File: config.mk
export PLATFORM = sky130hd
export DESIGN_NAME = sg_chain_walker
export DESIGN_NICKNAME = d
export VERILOG_FILES = /design/src/rtl/sgw_pkg.sv /design/src/rtl/sgw_fetch.sv /design/src/rtl/sgw_cmd.sv /design/src/rtl/sgw_seq.sv /design/src/rtl/sg_chain_walker.sv
export SDC_FILE = /design/constraint.sdc
export NUM_CORES = 1
export LEC_CHECK = 0
export ABC_AREA = 1
export CORE_UTILIZATION = 35
export CTS_CLUSTER_DIAMETER = 40
export DETAILED_ROUTE_END_ITERATION = 10
export PLACE_DENSITY = 0.62
export SKIP_LAST_GASP = 1
export SYNTH_ARGS = -nofsm -noshare
export SYNTH_HDL_FRONTEND = slang
export SYNTH_SLANG_ARGS = --single-unit
File: constraint.sdc
create_clock -name clk -period 4.7 [get_ports clk]
set_input_delay 0.705 -clock clk [delete_from_list [all_inputs] [get_ports clk]]
set_output_delay 0.705 -clock clk [all_outputs]
set_load 0.03 [all_outputs]
File: src/rtl/sgw_pkg.sv
package sgw_pkg;

  localparam int unsigned SGW_DESC_BYTES = 32;
  localparam int unsigned SGW_WORDS      = 8;
  localparam int unsigned SGW_LEN_W      = 28;
  localparam int unsigned SGW_ADJ_W      = 6;
  localparam logic [15:0] SGW_SIG        = 16'hAD4B;

  typedef struct packed {
    logic [63:0] nxt;
    logic [63:0] dst;
    logic [63:0] src;
    logic [31:0] bytes;
    logic [31:0] ctrl;
  } sgw_desc_t;

  function automatic logic sgw_sig_ok(input logic [31:0] ctrl);
    return ctrl[31:16] == SGW_SIG;
  endfunction

  function automatic logic [SGW_ADJ_W-1:0] sgw_adj(input logic [31:0] ctrl);
    return ctrl[13:8];
  endfunction

  function automatic logic sgw_halt_flag(input logic [31:0] ctrl);
    return ctrl[0];
  endfunction

  function automatic logic sgw_note_flag(input logic [31:0] ctrl);
    return ctrl[1];
  endfunction

  function automatic logic [SGW_LEN_W-1:0] sgw_len(input logic [31:0] bytes);
    return bytes[SGW_LEN_W-1:0];
  endfunction

endpackage

File: src/rtl/sgw_fetch.sv
module sgw_fetch
  import sgw_pkg::*;
#(
  parameter int unsigned ADDR_W = 64
) (
  input  logic              clk,
  input  logic              rst_n,
  input  logic              start,
  input  logic [ADDR_W-1:0] base,
  output logic              rd_req_valid,
  output logic [ADDR_W-1:0] rd_req_addr,
  input  logic              rd_rsp_valid,
  input  logic [31:0]       rd_rsp_data,
  output sgw_desc_t         desc,
  output logic              desc_ready,
  output logic              sig_bad
);

  localparam int unsigned IDX_W = $clog2(SGW_WORDS);
  localparam logic [IDX_W-1:0] IDX_LAST = IDX_W'(SGW_WORDS - 1);

  typedef enum logic [1:0] {F_IDLE, F_REQ, F_WAIT} fst_t;

  fst_t              st;
  logic [IDX_W-1:0]  idx;
  logic [ADDR_W-1:0] base_q;
  logic [31:0]       words [SGW_WORDS];
  logic              rsp_take;

  assign rsp_take = (st == F_WAIT) && rd_rsp_valid;

  // one capture register per descriptor word
  for (genvar gi = 0; gi < SGW_WORDS; gi++) begin : g_word
    always_ff @(posedge clk) begin
      if (rsp_take && idx == IDX_W'(gi)) words[gi] <= rd_rsp_data;
    end
  end

  always_ff @(posedge clk) begin
    if (!rst_n) begin
      st         <= F_IDLE;
      idx        <= '0;
      base_q     <= '0;
      desc_ready <= 1'b0;
      sig_bad    <= 1'b0;
    end else begin
      desc_ready <= 1'b0;
      sig_bad    <= 1'b0;
      case (st)
        F_IDLE: if (start) begin
          base_q <= base;
          idx    <= '0;
          st     <= F_REQ;
        end
        F_REQ: st <= F_WAIT;
        F_WAIT: if (rd_rsp_valid) begin
          if (idx == '0 && !sgw_sig_ok(rd_rsp_data)) begin
            sig_bad <= 1'b1;
            st      <= F_IDLE;
          end else if (idx == IDX_LAST) begin
            desc_ready <= 1'b1;
            st         <= F_IDLE;
          end else begin
            idx <= idx + IDX_W'(1);
            st  <= F_REQ;
          end
        end
        default: st <= F_IDLE;
      endcase
    end
  end

  assign rd_req_valid = (st == F_REQ);
  assign rd_req_addr  = base_q + ADDR_W'({idx, 2'b00});

  always_comb begin
    desc.ctrl  = words[0];
    desc.bytes = words[1];
    desc.src   = {words[3], words[2]};
    desc.dst   = {words[5], words[4]};
    desc.nxt   = {words[7], words[6]};
  end

  // a request is always followed by a wait cycle: single outstanding read
  assert_req_single_R2: assert property (@(posedge clk) disable iff (!rst_n)
    rd_req_valid |=> !rd_req_valid);

  assert_sig_vs_ready_R4: assert property (@(posedge clk) disable iff (!rst_n)
    !(sig_bad && desc_ready));

endmodule

File: src/rtl/sgw_cmd.sv
module sgw_cmd
  import sgw_pkg::*;
#(
  parameter int unsigned ADDR_W = 64
) (
  input  logic                 clk,
  input  logic                 rst_n,
  input  logic                 load,
  input  logic [ADDR_W-1:0]    src,
  input  logic [ADDR_W-1:0]    dst,
  input  logic [SGW_LEN_W-1:0] len,
  input  logic                 cmd_ready,
  output logic                 cmd_valid,
  output logic [ADDR_W-1:0]    cmd_src,
  output logic [ADDR_W-1:0]    cmd_dst,
  output logic [SGW_LEN_W-1:0] cmd_len,
  output logic                 accept
);

  assign accept = cmd_valid && cmd_ready;

  always_ff @(posedge clk) begin
    if (!rst_n) begin
      cmd_valid <= 1'b0;
      cmd_src   <= '0;
      cmd_dst   <= '0;
      cmd_len   <= '0;
    end else if (load) begin
      cmd_valid <= 1'b1;
      cmd_src   <= src;
      cmd_dst   <= dst;
      cmd_len   <= len;
    end else if (accept) begin
      cmd_valid <= 1'b0;
    end
  end

  assert_cmd_hold_R10: assert property (@(posedge clk) disable iff (!rst_n)
    (cmd_valid && !cmd_ready) |=>
      (cmd_valid && $stable(cmd_src) && $stable(cmd_dst) && $stable(cmd_len)));

endmodule

File: src/rtl/sgw_seq.sv
module sgw_seq
  import sgw_pkg::*;
#(
  parameter int unsigned ADDR_W  = 64,
  parameter int unsigned COUNT_W = 16
) (
  input  logic                 clk,
  input  logic                 rst_n,
  input  logic                 run,
  input  logic [ADDR_W-1:0]    cfg_base,
  input  logic [SGW_ADJ_W-1:0] cfg_adj,
  input  logic                 desc_ready,
  input  logic                 sig_bad,
  input  logic [SGW_ADJ_W-1:0] d_adj,
  input  logic                 d_halt,
  input  logic                 d_note,
  input  logic [ADDR_W-1:0]    d_next,
  input  logic                 accept,
  output logic                 fetch_start,
  output logic [ADDR_W-1:0]    fetch_base,
  output logic                 busy,
  output logic [COUNT_W-1:0]   done_count,
  output logic                 evt_note,
  output logic                 evt_halt,
  output logic                 evt_sig
);

  typedef enum logic [1:0] {S_IDLE, S_FETCH, S_CMD} sst_t;

  sst_t                 st;
  logic                 run_q;
  logic                 run_rise;
  logic [ADDR_W-1:0]    cur_addr;
  logic [ADDR_W-1:0]    nxt_addr;
  logic [SGW_ADJ_W-1:0] remaining;
  logic [SGW_ADJ_W-1:0] nxt_rem;
  logic                 halt_q;
  logic                 note_q;

  assign run_rise   = run && !run_q;
  assign busy       = (st != S_IDLE);
  assign fetch_base = cur_addr;

  always_ff @(posedge clk) begin
    if (!rst_n) begin
      st          <= S_IDLE;
      run_q       <= 1'b0;
      cur_addr    <= '0;
      nxt_addr    <= '0;
      remaining   <= '0;
      nxt_rem     <= '0;
      halt_q      <= 1'b0;
      note_q      <= 1'b0;
      done_count  <= '0;
      fetch_start <= 1'b0;
      evt_note    <= 1'b0;
      evt_halt    <= 1'b0;
      evt_sig     <= 1'b0;
    end else begin
      run_q       <= run;
      fetch_start <= 1'b0;
      evt_note    <= 1'b0;
      evt_halt    <= 1'b0;
      evt_sig     <= 1'b0;
      case (st)
        S_IDLE: if (run_rise) begin
          done_count  <= '0;
          cur_addr    <= cfg_base;
          remaining   <= cfg_adj;
          fetch_start <= 1'b1;
          st          <= S_FETCH;
        end
        S_FETCH: begin
          if (sig_bad) begin
            evt_sig <= 1'b1;
            st      <= S_IDLE;
          end else if (desc_ready) begin
            halt_q <= d_halt;
            note_q <= d_note;
            if (remaining != '0) begin
              nxt_addr <= cur_addr + ADDR_W'(SGW_DESC_BYTES);
              nxt_rem  <= remaining - SGW_ADJ_W'(1);
            end else begin
              nxt_addr <= d_next;
              nxt_rem  <= d_adj;
            end
            st <= S_CMD;
          end
        end
        S_CMD: if (accept) begin
          done_count <= done_count + COUNT_W'(1);
          evt_note   <= note_q;
          if (halt_q || !run) begin
            evt_halt <= 1'b1;
            st       <= S_IDLE;
          end else begin
            cur_addr    <= nxt_addr;
            remaining   <= nxt_rem;
            fetch_start <= 1'b1;
            st          <= S_FETCH;
          end
        end
        default: st <= S_IDLE;
      endcase
    end
  end

  assert_count_step_R9: assert property (@(posedge clk) disable iff (!rst_n)
    accept |=> done_count == COUNT_W'($past(done_count) + COUNT_W'(1)));

  assert_restart_clear_R2: assert property (@(posedge clk) disable iff (!rst_n)
    (st == S_IDLE && run_rise) |=> (done_count == '0 && fetch_start));

  assert_sig_idle_R4: assert property (@(posedge clk) disable iff (!rst_n)
    evt_sig |-> !busy);

  assert_halt_idle_R7: assert property (@(posedge clk) disable iff (!rst_n)
    evt_halt |-> !busy);

  assert_evt_excl_R7: assert property (@(posedge clk) disable iff (!rst_n)
    $onehot0({evt_halt, evt_sig}));

endmodule

File: src/rtl/sg_chain_walker.sv
module sg_chain_walker
  import sgw_pkg::*;
#(
  parameter int unsigned ADDR_W  = 64,
  parameter int unsigned COUNT_W = 16
) (
  input  logic                 clk,
  input  logic                 rst_n,
  input  logic                 cfg_run,
  input  logic [31:0]          cfg_head_lo,
  input  logic [31:0]          cfg_head_hi,
  input  logic [5:0]           cfg_head_adj,
  output logic                 rd_req_valid,
  output logic [ADDR_W-1:0]    rd_req_addr,
  input  logic                 rd_rsp_valid,
  input  logic [31:0]          rd_rsp_data,
  output logic                 cmd_valid,
  input  logic                 cmd_ready,
  output logic [ADDR_W-1:0]    cmd_src,
  output logic [ADDR_W-1:0]    cmd_dst,
  output logic [27:0]          cmd_len,
  output logic                 busy,
  output logic [COUNT_W-1:0]   done_count,
  output logic                 evt_note,
  output logic                 evt_halt,
  output logic                 evt_sig
);

  logic [63:0]       head_full;
  logic              fetch_start;
  logic [ADDR_W-1:0] fetch_base;
  sgw_desc_t         desc;
  logic              desc_ready;
  logic              sig_bad;
  logic              accept;
  logic              sgw_unused_bits;

  assign head_full       = {cfg_head_hi, cfg_head_lo};
  assign sgw_unused_bits = ^{desc.ctrl[31:14], desc.ctrl[7:2], desc.bytes[31:28]};

  sgw_fetch #(.ADDR_W(ADDR_W)) u_fetch (
    .clk          (clk),
    .rst_n        (rst_n),
    .start        (fetch_start),
    .base         (fetch_base),
    .rd_req_valid (rd_req_valid),
    .rd_req_addr  (rd_req_addr),
    .rd_rsp_valid (rd_rsp_valid),
    .rd_rsp_data  (rd_rsp_data),
    .desc         (desc),
    .desc_ready   (desc_ready),
    .sig_bad      (sig_bad)
  );

  sgw_seq #(.ADDR_W(ADDR_W), .COUNT_W(COUNT_W)) u_seq (
    .clk         (clk),
    .rst_n       (rst_n),
    .run         (cfg_run),
    .cfg_base    (head_full[ADDR_W-1:0]),
    .cfg_adj     (cfg_head_adj),
    .desc_ready  (desc_ready),
    .sig_bad     (sig_bad),
    .d_adj       (sgw_adj(desc.ctrl)),
    .d_halt      (sgw_halt_flag(desc.ctrl)),
    .d_note      (sgw_note_flag(desc.ctrl)),
    .d_next      (desc.nxt[ADDR_W-1:0]),
    .accept      (accept),
    .fetch_start (fetch_start),
    .fetch_base  (fetch_base),
    .busy        (busy),
    .done_count  (done_count),
    .evt_note    (evt_note),
    .evt_halt    (evt_halt),
    .evt_sig     (evt_sig)
  );

  sgw_cmd #(.ADDR_W(ADDR_W)) u_cmd (
    .clk       (clk),
    .rst_n     (rst_n),
    .load      (desc_ready),
    .src       (desc.src[ADDR_W-1:0]),
    .dst       (desc.dst[ADDR_W-1:0]),
    .len       (sgw_len(desc.bytes)),
    .cmd_ready (cmd_ready),
    .cmd_valid (cmd_valid),
    .cmd_src   (cmd_src),
    .cmd_dst   (cmd_dst),
    .cmd_len   (cmd_len),
    .accept    (accept)
  );

  // no word read while a command waits for the mover
  assert_no_fetch_pending_R10: assert property (@(posedge clk) disable iff (!rst_n)
    cmd_valid |-> !rd_req_valid);

endmodule

Word level (Yosys, flattened, before mapping)
Memories as Yosys holds them, arrays and structs flattened. A register that Yosys moved wholly into a read port is not among the register bits.
Cells that the tools add are included.
Widths: inputs -> output; s select.
- output and inout port bits: 242
- logic and storage cells: 172
- latch bits: 0
- input bits: 107
- bits in writable memories: 256
- memory bits (read-only): 0
- memories: 1
- register bits: 237
- memory list (name ; words ; width ; read ports ; clocked after memory_dff ; write ports ; RTL line ; RTL):
    u_fetch.words ; 8 ; 32 ; 8 ; 5 ; 1 ; sgw_fetch.sv:27 ; logic [31:0] words [SGW_WORDS];
- shift-type cells: 0
- multiply operators: 0
- mux-type cells: 76
- reductions and logical operators: 47
- bitwise logic cells: 4
- add/sub/neg operators: 5
- $lt $le $gt $ge: 0
- equality and inequality tests: 20
- divide/modulo/power cells: 0
- operator list (operator ; count):
    $mux 64 ; 4
    $mux 32 ; 7
    $reduce_or 32->1 ; 7
    $pmux 64 s2 ; 1
    $add 64x5->64 ; 1
    $add 64x6->64 const B ; 1
    $mux 1 ; 34
    $mux 3 ; 11
    $mux 16 ; 2
    $pmux 16 s2 ; 1
    $mux 6 ; 4
    $add 16x1->16 const B ; 1
    $eq 16x16->1 const B ; 1
    $reduce_and 3->1 ; 5
    $mux 2 ; 7
    $eq 3x3->1 const B ; 4
    $logic_and 1x1->1 ; 12
    $pmux 2 s3 ; 2
    $pmux 6 s2 ; 1
    $ne 2x2->1 const B ; 5
    $logic_not 1->1 ; 8
    $reduce_bool 2->1 ; 4
    $eq 3x2->1 const B ; 2
    $pmux 3 s2 ; 1
    other kinds (17) ; 26

Logic depth before layout (Yosys ltp)
Gate-level depths: netlist of run 1.
- depth after elaboration: 13
- mapped depth: 13
- depth with buffers taken out: 13

By module
From an unflattened synthesis of run 1, not the netlist that was laid out.
- cell total of the unflattened synthesis: 3144
- area total of the unflattened synthesis: 27201.1 µm²
- by module, submodules not included (module ; area an instance (µm²) ; sequential area each (µm²) ; instances ; cells each):
    sgw_fetch ; 12469.5 ; 9108.7 ; 1 ; 1009
    sgw_seq ; 9281.4 ; 3303.2 ; 1 ; 1452
    sgw_cmd ; 5450.2 ; 3143.0 ; 1 ; 683

Worst setup path before layout of run 1
Ideal clock, no wire load.
- path type: input to register
- start point: in rd_rsp_valid
- end point: mem u_fetch.words[2][0], enable pin
- data required time: 4.239 ns
- arrival: 3.178 ns
- cell stages on the path: 3
- library setup time: 0.461 ns
- buffers on the path: 1
- setup slack: 1.061 ns
- cell sequence: nand2_1 clkbuf_1 nor3_1
- cells in the longest elaborated chain, start to end: 12
- elaborated cells on any way between the ends: 46
- those cells by class: mux (30); reduce/logical (16)
- RTL lines (what ; RTL line ; RTL):
    start: declaration ; sg_chain_walker.sv:15 ; input logic rd_rsp_valid,
    $logic_and 1x1->1 * ; sgw_fetch.sv:30 ; assign rsp_take = (st == F_WAIT) && rd_rsp_valid;
    $logic_and 1x1->1 ; sgw_fetch.sv:35 ; if (rsp_take && idx == IDX_W'(gi)) words[gi] <= rd_rsp_data;
    $mux 1 ; sgw_fetch.sv:35 ;
    $mux 1 (not written as such) ; sgw_fetch.sv:35 ;
    $reduce_or 32->1 (no line) ; -- ;
    $mux 3 (no line) / $mux 1 (equally long branches) (7 in series) ; -- ;
    end: declaration ; sgw_fetch.sv:27 ;
Every way passes the cells marked *; elsewhere a longest branch is shown, timed or not.

Final worst setup path of run 1
- start point: reg u_fetch.idx[0]
- end point: out rd_req_addr[50]
- cells in the longest elaborated chain, start to end: 1
- RTL lines (what ; RTL line ; RTL):
    start: declaration ; sgw_fetch.sv:25 ; logic [IDX_W-1:0] idx;
    start signal: assignment ; sgw_fetch.sv:64 ; idx <= idx + IDX_W'(1);
    $add 64x5->64 ; sgw_fetch.sv:74 ; assign rd_req_addr = base_q + ADDR_W'({idx, 2'b00});
    end: declaration ; sg_chain_walker.sv:14 ; output logic [ADDR_W-1:0] rd_req_addr,
No other way between the ends.

==> results of run 1 <==
worst register-to-register path, stage by stage, from the launching register on:
cell      delay (ns)
dfxtp_1         0.35
inv_2           0.08
nor2_4          0.09
nand3_2         0.08
nand2_1         0.08
buf_4           0.21
o21ai_1         0.17
clkinv_2        0.06
buf_4           0.59
buf_4           0.63
o21ai_0         0.20
a31oi_1         0.19
through the flow:
step,hold WS (ns),setup WS (ns),instances
after global routing,0.478,0.0487,4411
after floorplan,0.419,1.06,3049
final,0.460,0.259,4411
after CTS,0.464,0.286,4411
after detailed placement,0.449,0.973,4240
after global placement,0.450,1.00,4240
placed cells by master (no fill, tap or decap), drive strengths merged, types with 11 or more instances in the layout:
master	Yosys	final
a21oi	141	141
inv	180	196
ha	13	13
nor2	644	644
clkinv	2	23
clkdlybuf4s50	0	347
nand4	50	50
bufinv	0	11
o21ai	343	343
dfxtp	393	393
edfxtp	228	228
nand3	95	95
a31oi	72	72
xor2	52	52
nand2	549	549
xnor2	39	39
clkbuf	119	118
o211ai	15	15
nor3	52	52
buf	35	38
cell usage after synthesis, drive strengths merged, types with 52 or more instances:
cell    number
edfxtp     228
dfxtp      393
nand3       95
nand2      549
xor2        52
o21ai      343
inv        180
clkbuf     119
a31oi       72
nor3        52
nor2       644
a21oi      141
sequential cells by signal, summed over array words and instances (netlist names):
signal / flops
u_seq.fetch_start: 1
u_seq.nxt_addr: 64
u_seq.fetch_base: 64
u_fetch.sig_bad: 1
u_fetch.words: 228
u_seq.st: 2
u_fetch.idx: 3
u_cmd.cmd_valid: 1
u_fetch.desc_ready: 1
u_cmd.cmd_src: 64
u_seq.evt_sig: 1
u_seq.nxt_rem: 6
u_seq.done_count: 16
u_seq.remaining: 6
u_seq.evt_note: 1
u_seq.note_q: 1
u_seq.run_q: 1
u_cmd.cmd_len: 28
u_cmd.cmd_dst: 64
u_fetch.st: 2
u_fetch.base_q: 64
u_seq.halt_q: 1
u_seq.evt_halt: 1
metal layers:
layer	GRT usage	up-vias	share of wire
li1	-	10800	-
met1	0.316	10400	0.44
met2	0.365	795	0.45
met3	0.0613	130	0.085
met4	0.0747	0	0.026
met5	0	-	0
layout make-up:
class	instances	share of cell area
inverters	182	0.0204
flip-flops and latches	621	0.438
well taps	959	0.0357
repair buffers	386	0.113
multi-input cells	2092	0.297
clock buffers	117	0.0760
clock inverters	54	0.0200
worst paths after layout:
| check | startpoint | end | slack (ns) | cells past startpoint |
|---|---|---|---|---|
| max reg2reg | u_seq.st[1] | u_seq.fetch_base[39] | 1.88 | 11 |
| max | u_fetch.idx[0] | rd_req_addr[50] | 0.26 | 13 |
| min | u_seq.note_q | u_seq.evt_note | 0.46 | 2 |
| min reg2reg | u_seq.note_q | u_seq.evt_note | 0.46 | 2 |
kinds of logic after synthesis:
logic type      after synthesis  share of synthesized area
simple gates               1411                      0.228
flops                       621                      0.567
compound gates              576                      0.117
buf+inv                     336                     0.0506
xor+xnor                     91                     0.0307
fa+ha+maj                    14                    0.00704
report_power, final:
part | switching, W | internal, W | leakage (nW)
clock | 0.00262 | 0.00450 | 1.57
combinational | 0.000617 | 0.000336 | 5.80
sequential | 0.000174 | 0.00568 | 5.24
total | 0.00341 | 0.0105 | 12.6
==> reports/metrics.csv, run 1 <==
metric,value,unit
outcome,"finished, violations left",
violations,design-rule violations,
pwr_density_cell,414,mW/mm^2
avgSynthCellArea,8.51,sq um
grt_max_degree,160,
place_area,0.0304,sq mm
vias,22100,
path_cells,ha_1 > inv_1 > fa_1 > inv_1 > nand2_1 > nand2_1 > nand2_2 > nor2_4 > inv_1 > nor2_1 > nand3_1 > xor2_1 > clkdlybuf4s50_1,
detailed_place_hpwl,61.3,mm
clk_latency,0.63,ns
synth_area,0.0259,sq mm
setup_violations,0,
max_stage_delay,0.69,ns
p_leak,12.6,nW
period_needed,4.44,ns
grt_use_total,0.234,
synth_top_area_frac,0.303,
grt_first_pass_wirelength,132,mm
path_delay_family,simple AND/OR/NAND/NOR gates,
post-cts-setup-buffers,0,
die_w,274,microns
multi_input_comb_area,0.00997,sq mm
cts-hold-fix-buffers,0,
cts_tree,built,
synth_cell_types,41,
portBuffers,348,
drtPass1Iterations,9,
cp.required,3.99,ns
finalMaxSlewViolations,0,
async_reset_ff_frac,0,
num_rows,99,
peakVddDrop,0.256,mV
seqCellArea,0.0147,sq mm
path_common_cell,inv_1,
cts_resized,0,
cts-root-buf,clkbuf_16,
cts.sinks,621,
yosysSeqAreaShare,0.567,
ctsLongestPathBuffers,3,
hold_violations,0,
crit_buf_inv,4,
dr.first_iter.drc_count,2196,
core_area,0.0731,sq mm
finalInstanceArea,0.0336,sq mm
antenna_found_initial,5,
finalCritPeriodShare,0.945,
start_kind,register,
synth.net_count,3170,
wire_per_inst,20.3,microns
relSlewSlack,0.341,
cts_buffers,91,
yosysTopAreaCell,dfxtp_1,
die_y,274,microns
synthFlopType,dfxtp_1,
worstSetupPathType,reg2out,
drv_cap,0,
drive_gt1_frac,0.0773,
critical_path_peak_fanout,6,
end_kind,primary output,
totalWireLength,89.7,mm
grt_pass1_vias,21000,
tns,0,ns
hold_class,reg2reg,
ant_nets,0,
start_util,0.355,
fillCellCount,7123,
tightest_slew,0.987,ns
clk_pin_slew,0.06,ns
antenna_cells,0,
syn2layout_area_growth,29.6,%
synth-seq-cells,621,
overflow,0,
clock_skew,0.0212,ns
synth_cells,3049,
viasPerCell,5.02,
synth_edf_count,228,
power,0.0139,W
rsz0062_at_grt,no,
clock.fmax,225,MHz
drc_errors,40,
finish.utilization,0.460,
gp_congestion,1.01,
synthTopCellsByArea,"dfxtp_1 30%, edfxtp_1 26%, nor2_1 9.0%, nand2_1 7.8%, o21ai_0 6.2%",
die_area,0.0752,sq mm
ys.warnings.count,0,
cts_max_level,3,
io_pins,349,
fin_nets,3495,
arrival,3.74,ns
slowest_stage,clkdlybuf4s50_1,
(Power assumes the default switching activity.)
==> inputs of run 2 (changes only) <==
CORE_UTILIZATION = 40   (was 35)
PLACE_DENSITY = 0.68   (was 0.62)
==> reports/metrics.csv, run 2 (synthesized netlist as in run 1, its figures left out) <==
metric,value,unit
outcome,completed,
cts-hold-fix-buffers,0,
io_pins,349,
finalMaxSlewViolations,0,
worstSetupPathType,reg2out,
drtPass1Iterations,5,
detailed_place_hpwl,60.1,mm
core_area,0.0635,sq mm
cp.required,3.99,ns
clk_latency,0.64,ns
fin_nets,3487,
totalWireLength,87.8,mm
top_register,u_fetch.words,
ctsLongestPathBuffers,3,
grt_use_total,0.261,
arrival,3.69,ns
end_kind,primary output,
tns,0,ns
setup_ws,0.300,ns
ant_nets,0,
largest_reg_flops,228,
final_common_cell,nor2_1,
portBuffers,348,
start_kind,register,
pwr_density_cell,402,mW/mm^2
clock_skew,0.0265,ns
drv_cap,0,
rsz0062_at_grt,no,
dp_cells,4125,
cts_buffers,85,
clock.fmax,227,MHz
die_y,257,microns
grt_first_pass_wirelength,132,mm
period_needed,4.40,ns
die_area,0.0659,sq mm
post-cts-setup-buffers,0,
relSlewSlack,0.178,
antenna_cells,0,
tightest_slew,1.22,ns
p_leak,12.4,nW
grt_max_degree,159,
layoutNonFillerInstCount,4285,
finalCritPeriodShare,0.936,
dr.first_iter.drc_count,2156,
fillCellCount,5960,
die_w,257,microns
cts_max_level,3,
drc_errors,0,
vias,22200,
viasPerCell,5.19,
dp_slack,0.896,ns
cts.sinks,621,
wire_per_inst,20.5,microns
start_util,0.408,
critical_path_peak_fanout,6,
overflow,0,
grt_pass1_vias,21500,
setup_violations,0,
gp_congestion,0.983,
mostFrequentLayoutCells,"617 x nor2_1, 536 x nand2_1, 392 x dfxtp_1",
num_rows,92,
antenna_found_initial,3,
drive_gt1_frac,0.0741,
peakVddDrop,0.294,mV
clk_pin_slew,0.06,ns
cts_tree,built,
hold_class,reg2reg,
syn2layout_area_growth,27.9,%
cts-root-buf,clkbuf_16,
cts_resized,0,
hold_violations,0,
power,0.0133,W
-- run 2: cell types whose count changed in the layout (fill, tap and decap cells not counted), sizes merged --
cell,change
clkbuf,-12
clkinv,+3
inv,+3
bufinv,-4
buf,-2
clkinvlp,-1
-- run 2: worst paths after layout --
check	start	end	slack (ns)	cells past startpoint
hold / removal	u_seq.nxt_addr[58]	u_seq.nxt_addr[58]	0.46	2
setup / recovery	u_fetch.idx[0]	rd_req_addr[36]	0.30	13
setup reg to reg	u_fetch.desc_ready	u_seq.nxt_addr[48]	1.71	7
hold reg to reg	u_seq.nxt_addr[58]	u_seq.nxt_addr[58]	0.46	2
-- run 2: power by group --
group          switching (W)  internal [W]
clock network        0.00264       0.00391
registers           0.000169       0.00567
logic               0.000615      0.000331
-- run 2: metal layers --
metal	track usage	part of all wire
met1	0.354	0.44
met2	0.412	0.45
met3	0.0584	0.081
met4	0.0832	0.024
met5	0	0
-- run 2: final cells by class --
cell class                 instances  area, sq um  area share
clock inverter                    55          688      0.0207
tap                              846         1060      0.0319
timing repair buffer             384         3790       0.114
inverter                         182          687      0.0207
clock buffer                     105         2250      0.0679
multi-input combinational       2092         9970       0.301
sequential                       621        14700       0.444
-- run 2: per-stage QoR --
step           area [sq um]  hold slack (ns)   util
5_1_grt               33200            0.477  0.522
6_report              33200            0.462  0.522
3_5_place_dp          30200            0.453  0.476
2_1_floorplan         25900            0.419      -
4_1_cts               33200            0.464  0.522
3_3_place_gp          30200            0.449  0.476
-- run 2: critical path: stages, from the launching register on --
cell,delay (ns)
dfxtp_1,0.41
ha_1,0.20
inv_1,0.05
fa_1,0.43
inv_1,0.10
nand2_1,0.05
nand2_1,0.12
nand2_2,0.14
nor2_4,0.18
inv_1,0.10
nor2_1,0.18
nand4_1,0.15
xnor2_1,0.25
clkdlybuf4s50_1,0.71
